--- src/rtl/sdi_pkg.sv ---
`timescale 1ns/1ps
package sdi_pkg;
  localparam logic [7:0]  FILL_BYTE  = 8'hFF;
  localparam logic [7:0]  CHECK_BYTE = 8'h95;
  localparam logic [7:0]  OP_RESET   = 8'h40;
  localparam logic [7:0]  OP_LEAVE   = 8'h41;
  localparam logic [7:0]  OP_BLKLEN  = 8'h50;
  localparam logic [31:0] BLKLEN_ARG = 32'd512;
  localparam logic [7:0]  RESP_IDLE  = 8'h01;
  localparam logic [7:0]  RESP_READY = 8'h00;

  typedef enum logic [2:0] {
    ST_IDLE,
    ST_PRE,
    ST_RST,
    ST_RST_DLY,
    ST_LVE,
    ST_LVE_DLY,
    ST_BLEN
  } seq_state_t;
endpackage

--- src/rtl/sdi_frame.sv ---
`timescale 1ns/1ps
module sdi_frame
  import sdi_pkg::*;
#(
  parameter int PRE_BYTES  = 10,
  parameter int POLL_BYTES = 8
) (
  input  logic        clk,
  input  logic        rst_n,
  input  logic        go,
  input  logic        pre_mode,
  input  logic [7:0]  cmd,
  input  logic [31:0] arg,
  output logic        xfer_req,
  output logic [7:0]  xfer_tx,
  input  logic        xfer_ack,
  input  logic [7:0]  xfer_rx,
  output logic        cs_n,
  output logic        fin,
  output logic [7:0]  resp
);
  localparam int HDR_BYTES = 6;
  localparam int CMD_BYTES = HDR_BYTES + POLL_BYTES;
  localparam int MAX_BYTES = (PRE_BYTES > CMD_BYTES) ? PRE_BYTES : CMD_BYTES;
  localparam int CW        = $clog2(MAX_BYTES + 1);

  logic          active_q, active_d;
  logic          pre_q, pre_d;
  logic [CW-1:0] cnt_q, cnt_d;
  logic [7:0]    resp_q, resp_d;
  logic [7:0]    cmd_q, cmd_d;
  logic [31:0]   arg_q, arg_d;
  logic          hs, last;

  always_comb begin
    hs       = active_q && xfer_ack;
    last     = pre_q ? (cnt_q == CW'(PRE_BYTES - 1)) : (cnt_q == CW'(CMD_BYTES - 1));
    active_d = active_q;
    pre_d    = pre_q;
    cnt_d    = cnt_q;
    resp_d   = resp_q;
    cmd_d    = cmd_q;
    arg_d    = arg_q;
    if (!active_q) begin
      if (go) begin
        active_d = 1'b1;
        pre_d    = pre_mode;
        cnt_d    = '0;
        resp_d   = FILL_BYTE;
        cmd_d    = cmd;
        arg_d    = arg;
      end
    end else if (hs) begin
      // keep the most recent non-fill byte of the poll window
      if (!pre_q && (cnt_q >= CW'(HDR_BYTES)) && (xfer_rx != FILL_BYTE)) resp_d = xfer_rx;
      if (last) active_d = 1'b0;
      else      cnt_d    = cnt_q + 1'b1;
    end
  end

  always_comb begin
    xfer_tx = FILL_BYTE;
    if (!pre_q) begin
      case (cnt_q)
        CW'(0):  xfer_tx = cmd_q;
        CW'(1):  xfer_tx = arg_q[31:24];
        CW'(2):  xfer_tx = arg_q[23:16];
        CW'(3):  xfer_tx = arg_q[15:8];
        CW'(4):  xfer_tx = arg_q[7:0];
        CW'(5):  xfer_tx = CHECK_BYTE;
        default: xfer_tx = FILL_BYTE;
      endcase
    end
  end

  assign xfer_req = active_q;
  assign cs_n     = !(active_q && !pre_q);
  assign fin      = hs && last;
  assign resp     = resp_d;

  always_ff @(posedge clk or negedge rst_n) begin
    if (!rst_n) begin
      active_q <= 1'b0;
      pre_q    <= 1'b0;
      cnt_q    <= '0;
      resp_q   <= FILL_BYTE;
      cmd_q    <= '0;
      arg_q    <= '0;
    end else begin
      active_q <= active_d;
      pre_q    <= pre_d;
      cnt_q    <= cnt_d;
      resp_q   <= resp_d;
      cmd_q    <= cmd_d;
      arg_q    <= arg_d;
    end
  end
endmodule

--- src/rtl/sdi_delay.sv ---
`timescale 1ns/1ps
module sdi_delay #(
  parameter int CYCLES = 250000
) (
  input  logic clk,
  input  logic rst_n,
  input  logic load,
  output logic expired
);
  localparam int W = $clog2(CYCLES + 1);

  logic         run_q, run_d;
  logic [W-1:0] cnt_q, cnt_d;

  always_comb begin
    expired = run_q && (cnt_q == '0);
    run_d   = run_q;
    cnt_d   = cnt_q;
    if (load) begin
      run_d = 1'b1;
      cnt_d = W'(CYCLES - 1);
    end else if (expired) begin
      run_d = 1'b0;
    end else if (run_q) begin
      cnt_d = cnt_q - 1'b1;
    end
  end

  always_ff @(posedge clk or negedge rst_n) begin
    if (!rst_n) begin
      run_q <= 1'b0;
      cnt_q <= '0;
    end else begin
      run_q <= run_d;
      cnt_q <= cnt_d;
    end
  end
endmodule

--- src/rtl/sdi_init_seq.sv ---
`timescale 1ns/1ps
module sdi_init_seq
  import sdi_pkg::*;
#(
  parameter int CYC_PER_MS = 25000,
  parameter int WAIT_MS    = 10,
  parameter int MAX_TRIES  = 100,
  parameter int PRE_BYTES  = 10,
  parameter int POLL_BYTES = 8
) (
  input  logic       clk,
  input  logic       rst_n,
  input  logic       start,
  output logic       xfer_req,
  output logic [7:0] xfer_tx,
  input  logic       xfer_ack,
  input  logic [7:0] xfer_rx,
  output logic       cs_n,
  output logic       fast_rate,
  output logic       done,
  output logic       err
);
  localparam int DLY_CYCLES = CYC_PER_MS * WAIT_MS;
  localparam int TW         = $clog2(MAX_TRIES + 1);

  seq_state_t  state_q, state_d;
  logic [TW-1:0] tries_q, tries_d;
  logic        go_q, go_d;
  logic        pre_q, pre_d;
  logic [7:0]  cmd_q, cmd_d;
  logic [31:0] arg_q, arg_d;
  logic        inited_q, inited_d;
  logic        fast_q, fast_d;
  logic        done_q, done_d;
  logic        err_q, err_d;
  logic        dly_load, dly_exp;
  logic        fin;
  logic [7:0]  resp;
  logic        out_of_tries;

  sdi_frame #(.PRE_BYTES(PRE_BYTES), .POLL_BYTES(POLL_BYTES)) u_frame (
    .clk(clk), .rst_n(rst_n), .go(go_q), .pre_mode(pre_q), .cmd(cmd_q), .arg(arg_q),
    .xfer_req(xfer_req), .xfer_tx(xfer_tx), .xfer_ack(xfer_ack), .xfer_rx(xfer_rx),
    .cs_n(cs_n), .fin(fin), .resp(resp)
  );

  sdi_delay #(.CYCLES(DLY_CYCLES)) u_delay (
    .clk(clk), .rst_n(rst_n), .load(dly_load), .expired(dly_exp)
  );

  always_comb begin
    state_d      = state_q;
    tries_d      = tries_q;
    go_d         = 1'b0;
    pre_d        = 1'b0;
    cmd_d        = cmd_q;
    arg_d        = arg_q;
    inited_d     = inited_q;
    fast_d       = fast_q;
    done_d       = 1'b0;
    err_d        = err_q;
    dly_load     = 1'b0;
    out_of_tries = (tries_q == TW'(MAX_TRIES));
    case (state_q)
      ST_IDLE: if (start) begin
        if (inited_q) begin
          done_d = 1'b1;
        end else begin
          err_d   = 1'b0;
          fast_d  = 1'b0;
          go_d    = 1'b1;
          pre_d   = 1'b1;
          state_d = ST_PRE;
        end
      end
      ST_PRE: if (fin) begin
        go_d    = 1'b1;
        cmd_d   = OP_RESET;
        arg_d   = '0;
        tries_d = TW'(1);
        state_d = ST_RST;
      end
      ST_RST: if (fin) begin
        if (resp == RESP_IDLE) begin
          go_d    = 1'b1;
          cmd_d   = OP_LEAVE;
          tries_d = TW'(1);
          state_d = ST_LVE;
        end else if (out_of_tries) begin
          err_d   = 1'b1;
          state_d = ST_IDLE;
        end else begin
          dly_load = 1'b1;
          state_d  = ST_RST_DLY;
        end
      end
      ST_RST_DLY: if (dly_exp) begin
        go_d    = 1'b1;
        tries_d = tries_q + 1'b1;
        state_d = ST_RST;
      end
      ST_LVE: if (fin) begin
        if (resp == RESP_READY) begin
          fast_d  = 1'b1;
          go_d    = 1'b1;
          cmd_d   = OP_BLKLEN;
          arg_d   = BLKLEN_ARG;
          state_d = ST_BLEN;
        end else if (out_of_tries) begin
          err_d   = 1'b1;
          state_d = ST_IDLE;
        end else begin
          dly_load = 1'b1;
          state_d  = ST_LVE_DLY;
        end
      end
      ST_LVE_DLY: if (dly_exp) begin
        go_d    = 1'b1;
        tries_d = tries_q + 1'b1;
        state_d = ST_LVE;
      end
      ST_BLEN: if (fin) begin
        inited_d = 1'b1;
        done_d   = 1'b1;
        state_d  = ST_IDLE;
      end
      default: state_d = ST_IDLE;
    endcase
  end

  always_ff @(posedge clk or negedge rst_n) begin
    if (!rst_n) begin
      state_q  <= ST_IDLE;
      tries_q  <= '0;
      go_q     <= 1'b0;
      pre_q    <= 1'b0;
      cmd_q    <= '0;
      arg_q    <= '0;
      inited_q <= 1'b0;
      fast_q   <= 1'b0;
      done_q   <= 1'b0;
      err_q    <= 1'b0;
    end else begin
      state_q  <= state_d;
      tries_q  <= tries_d;
      go_q     <= go_d;
      pre_q    <= pre_d;
      cmd_q    <= cmd_d;
      arg_q    <= arg_d;
      inited_q <= inited_d;
      fast_q   <= fast_d;
      done_q   <= done_d;
      err_q    <= err_d;
    end
  end

  assign fast_rate = fast_q;
  assign done      = done_q;
  assign err       = err_q;
endmodule

--- config.mk ---
export PLATFORM = sky130hd
export DESIGN_NAME = sdi_init_seq
export DESIGN_NICKNAME = d
export VERILOG_FILES = /design/src/rtl/sdi_pkg.sv /design/src/rtl/sdi_frame.sv /design/src/rtl/sdi_delay.sv /design/src/rtl/sdi_init_seq.sv
export SDC_FILE = /design/constraint.sdc
export NUM_CORES = 1
export LEC_CHECK = 0
export ABC_AREA = 1
export BUFFER_PORTS_ARGS = -buffer_cell sky130_fd_sc_hd__buf_2
export CAP_MARGIN = 30
export CORE_AREA = 10 10 126 71
export CTS_BUF_LIST = sky130_fd_sc_hd__clkbuf_4
export CTS_CLUSTER_DIAMETER = 200
export DETAILED_ROUTE_END_ITERATION = 7
export DIE_AREA = 0 0 136 81
export PLACE_DENSITY = 0.69
export SLEW_MARGIN = 20
export SYNTH_ARGS = -nofsm -noshare
export SYNTH_HDL_FRONTEND = slang
export SYNTH_SLANG_ARGS = --single-unit
export TNS_END_PERCENT = 30
--- constraint.sdc ---
create_clock -name clk -period 2.23 [get_ports clk]
set_input_delay 0.1115 -clock clk [delete_from_list [all_inputs] [get_ports clk]]
set_output_delay 0.1115 -clock clk [all_outputs]
set_load 0.05 [all_outputs]
Word-level counts from Yosys, hierarchy flattened
Index checks and enable logic that the tools add are counted.
- add/sub/neg operators: 3
- $lt $le $gt $ge: 1
- equality and inequality tests: 32
- mux-type cells: 78
- bitwise operators: 1
- reduce and logical (&&, ||, !) cells: 31
- operator list (kind ; count):
    $mux 32 ; 3
    $mux 8 ; 10
    $pmux 32 s2 ; 1
    $mux 18 ; 3
    $pmux 8 s6 ; 1
    $mux 3 ; 11
    $mux 1 ; 32
    $ne 2x2->1 const B ; 15
    $mux 7 ; 4
    $pmux 8 s3 ; 1
    $pmux 3 s7 ; 1
    $pmux 7 s3 ; 1
    $logic_not 18->1 ; 1
    $sub 18x1->18 const B ; 1
    $mux 4 ; 4
    $reduce_and 5->1 ; 2
    $reduce_bool 2->1 ; 5
    $eq 3x3->1 const B ; 3
    $reduce_bool 3->1 ; 3
    $eq 4x2->1 const B ; 2
    $eq 4x3->1 const B ; 2
    $eq 4x4->1 const B ; 2
    $eq 8x1->1 const B ; 1
    $logic_not 8->1 ; 1
    other kinds (25) ; 36
- flip-flop bits (word level): 129
- bits of input ports: 12
- output and inout bits: 13
- word-level logic and storage cells: 164

Depth between registers and ports, before layout
- depth in word-level cells: 12
- gate-level depth with buffers: 16
- depth with buffers taken out: 14

By module
From an unflattened synthesis, not the netlist that was laid out.
- cells, all modules: 717
- area, all modules: 5481.5 um^2
- modules (own cells, without submodules) (module ; instances ; cells each ; area each (um^2) ; sequential area each (um^2)):
    sdi_frame ; 1 ; 335 ; 2806.4 ; 1361.3
    sdi_init_seq ; 1 ; 194 ; 1368.8 ; 500.5
    sdi_delay ; 1 ; 188 ; 1306.3 ; 475.5

Worst setup path after synthesis
No wires, ideal clock.
- path type: register -> output
- start: register u_frame.cnt_q[0]
- end: output port xfer_tx[7]
- arrival: 2248 ps
- required time: 2118 ps
- setup slack: -129 ps
- stages on the path, launching flop included: 11
- buffers on the path: 1
- path through: dfrtp_1 inv_1 ha_1 nand3_1 nand2_1 a211oi_1 nand2_1 nand2_1 nor2_1 inv_1 buf_4
- cells in the longest elaborated chain, start to end: 3
- elaborated cells between the ends (all ways): 8
- those cells by class: eq/ne (5); mux (2); reduce/logical (1)
- ends and longest elaborated chain (element ; line ; text):
    start, declared ; sdi_frame.sv:29 ; logic [CW-1:0] cnt_q, cnt_d;
    start signal, assigned ; sdi_frame.sv:92 ; cnt_q <= cnt_d;
    $eq 4x3->1, or another cell as far along ; sdi_frame.sv:64 ; case (cnt_q)
    $pmux 8 s6 * ; sdi_frame.sv:64 ;
    $mux 8 * ; sdi_frame.sv:63 ; if (!pre_q) begin
    end, declared ; sdi_init_seq.sv:15 ; output logic [7:0] xfer_tx,
Every way passes the cells marked *; elsewhere a longest branch is shown, timed or not.

Worst setup path after layout
- start: register u_frame.cnt_q[0]
- end: output port xfer_tx[0]
The elaborated chain is that of the path after synthesis.

==> impl_metrics.tcl <==
set metrics [dict create \
    outcome "completed" \
    die_h_um 81 \
    ir_drop_mv 0.733 \
    cp_max_fo 4 \
    cts_sinks 57 \
    place.gp.congestion 0.957 \
    layout.nets 543 \
    critPathTopFamily "simple AND/OR/NAND/NOR gates" \
    io_buffers 24 \
    cts_buffers 9 \
    p_clk_frac 0.176 \
    fmax_ghz 0.455 \
    ys_top_cells_by_area "dfrtp_1 (36%), nand2_1 (13%), inv_1 (9.0%)" \
    synth_top_area_cell "dfrtp_1" \
    p_comb_frac 0.521 \
    drtIter0Drc 304 \
    cts_tree "done" \
    hold_depth 5 \
    cp_num_buf_inv 3 \
    end_kind "output port" \
    io_pins 25 \
    start_util 0.495 \
    num_vias 3205 \
    place_area_um2 3750 \
    startpoint "u_frame.cnt_q[0]" \
    antenna_found_initial 0 \
    p_int_mw 2.29 \
    syn_nets 483 \
    pwr-share-seq 0.303 \
    yosys_warnings 0 \
    cap_viol_max_count 0 \
    area_growth_pct 25.4 \
    route.detailed.drc 0 \
    clock-root-buffer "clkbuf_4" \
    p_leak_nw 2.14 \
    clk_path_buf_depth 2 \
    wl_um 8750 \
    die_area_um2 11000 \
    synth_area_um2 3420 \
    cp.depth 10 \
    ys.flop_type "dfrtp_1" \
    hpwl_um 6190 \
    wl_per_cell_um 14.0 \
    critical-path-max-stage-delay_ps 420 \
    die_x_um 136 \
    rows 22 \
    syn_avg_cell_area_um2 7.38 \
    cp.required_ps 2120 \
    finalCritPeriodShare 0.985 \
    dp_slack_ps -113 \
    dr.pass1.iters 5 \
    crit_top_cell "nand2_2" \
    avgViaCountPerCell 5.13 \
    fin_hold_ws_ps 40.5 \
    top_usage_layer "met1" \
    cp_slowest_cell "dfrtp_1" \
    synth_cell_types 32 \
    grt_start_max_net_pins 58 \
    grt_pass1_wl_um 14200 \
    synth_top_cell_area_share 0.358 \
    synth_commonest_cells "nand2_1 (120), inv_1 (82), nand3_1 (51)" \
    drive_above_1_share 0.284 \
    worstPathArrival_ps 2090 \
    p_sw_frac 0.458 \
    tightest_slew_ps 429 \
    clk_latency_ps 430 \
    grtUsageTotal 0.162 \
    path_class "flop to output port" \
    htreeDepth 3 \
    final_max_slew_viol_count 0 \
    tns_ps 0 \
    worstReg2RegStart "u_frame.cnt_q[0]" \
    gr-usage-met3 0.0702 \
    power.switching_mw 1.93 \
    hold_path_class "primary input to flop" \
    final_hold_viol_count 0 \
    min-delay-start "xfer_rx[0]" \
    syn_inst 464 \
    p_per_area_nw_per_um2 984 \
    grt_pass1_vias 2810 \
    cts.reportedPaths.clkPinSlew_ps 90 \
    grt_overflow_total 0 \
    rsz0062_at_grt "yes" \
    start_kind "flop" \
    slew_headroom 0.714 \
    diodes 0 \
    gr-usage-met2 0.202 \
    crit_chain "buf_4 > ha_2 > inv_2 > nor3_4 > a211oi_2 > nand2_1 > nand2_2 > nor2_4 > nand2_2 > buf_8" \
    synth_edf_count 0 \
    synth-seq-cells 57 \
    ant_nets 0 \
    ys_async_sr_fraction 1.00 \
    fin_crit_ps 2200 \
    finalSetupViolCount 0 \
    design_area_um2 4290 \
    fin_skew_ps 16.6 \
    yosysMostFrequentCell "nand2_1" \
    ys_seq_area_frac 0.420 \
    finalWorstSetupSlack_ps 32.6 \
    r2r_cells 13 \
    gr-usage-met1 0.247 \
    coreArea_um2 6910 \
]
==> cell families after synthesis <==
kind of cell	Yosys count	synth area share
xor+xnor	12	0.0307
fa+ha+maj	7	0.0256
buf+inv	91	0.111
flops	57	0.420
compound gates	35	0.0629
simple gates	262	0.350
==> power by group through the flow <==
stage          logic, mW  clock network (mW)  registers [mW]
3_5_place_dp        1.68                   0            1.29
3_3_place_gp        1.66                   0            1.28
2_1_floorplan       1.28                   0            1.31
4_1_cts             1.81               0.760            1.27
5_1_grt             2.33               0.822            1.29
6_report            2.20               0.743            1.28
==> worst reg2reg max path, stage by stage (launching register included) <==
cell	delay, ps
dfrtp_1	420
inv_2	80
ha_4	150
nand3b_1	210
nand3_4	130
nand3b_1	90
nand2_1	120
nand2_2	80
nor2_4	230
nand2_4	120
nand2_4	110
nand3_4	160
nand2_2	120
o21ai_2	50
==> metrics by stage <==
step           std cells  utilization  total power [mW]
4_1_cts              616        0.579              3.84
2_1_floorplan        464            -              2.59
5_1_grt              625        0.621              4.45
3_3_place_gp         594        0.543              2.94
3_5_place_dp         594        0.543              2.97
6_report             625        0.621              4.22
==> per-layer routing <==
| layer | wire [um] | up-vias |
|---|---|---|
| li1 | - | 1571 |
| met1 | 4520 | 1524 |
| met2 | 3460 | 101 |
| met3 | 686 | 9 |
| met4 | 78 | 0 |
| met5 | 0 | - |
==> flip-flops by register name, indices dropped and copies added (netlist names), 3 cells and up <==
name / flops
u_frame.resp_q: 8
u_frame.cmd_q: 3
cmd_q: 3
u_frame.cnt_q: 4
state_q: 3
tries_q: 7
u_delay.cnt_q: 18
==> layout by cell type (no fill, tap or decap), types with 9 or more instances in the layout <==
cell type,Yosys,final
dfrtp_1,49,49
nand2_2,6,22
clkbuf_4,0,11
buf_2,1,18
nand2_1,120,101
nand3_1,51,49
o21ai_0,15,15
buf_4,2,26
nor2_4,3,9
inv_1,82,77
nor2_1,43,36
==> worst paths after layout <==
path                                endpoint  slack [ps]
setup / recovery                  xfer_tx[0]          30
hold / removal             u_frame.resp_q[0]          40
setup reg to reg                  tries_q[0]          60
hold reg to reg                u_frame.pre_q         460
max in group asynchronous  u_frame.resp_q[6]        1720
min in group asynchronous         tries_q[0]         210
==> what timing repair did <==
item                                    CTS  global route
hold endpoints to repair                 59             0
pin swaps                                 2            23
gates cloned                              1             0
endpoints found under the setup margin   36            43
resized for setup                        17            63
hold buffers                              3             0
setup buffers                             2             9
==> cell type report <==
class / instances / area, um^2
inverters: 84 / 315
clock inverters: 5 / 46.3
clock buffers: 11 / 82.6
flip-flops and latches: 57 / 1440
repair buffers: 55 / 430
well taps: 96 / 120
multi-input cells: 317 / 1860
fillers: 607 / 2620
Power figures use the tool's default switching activity.
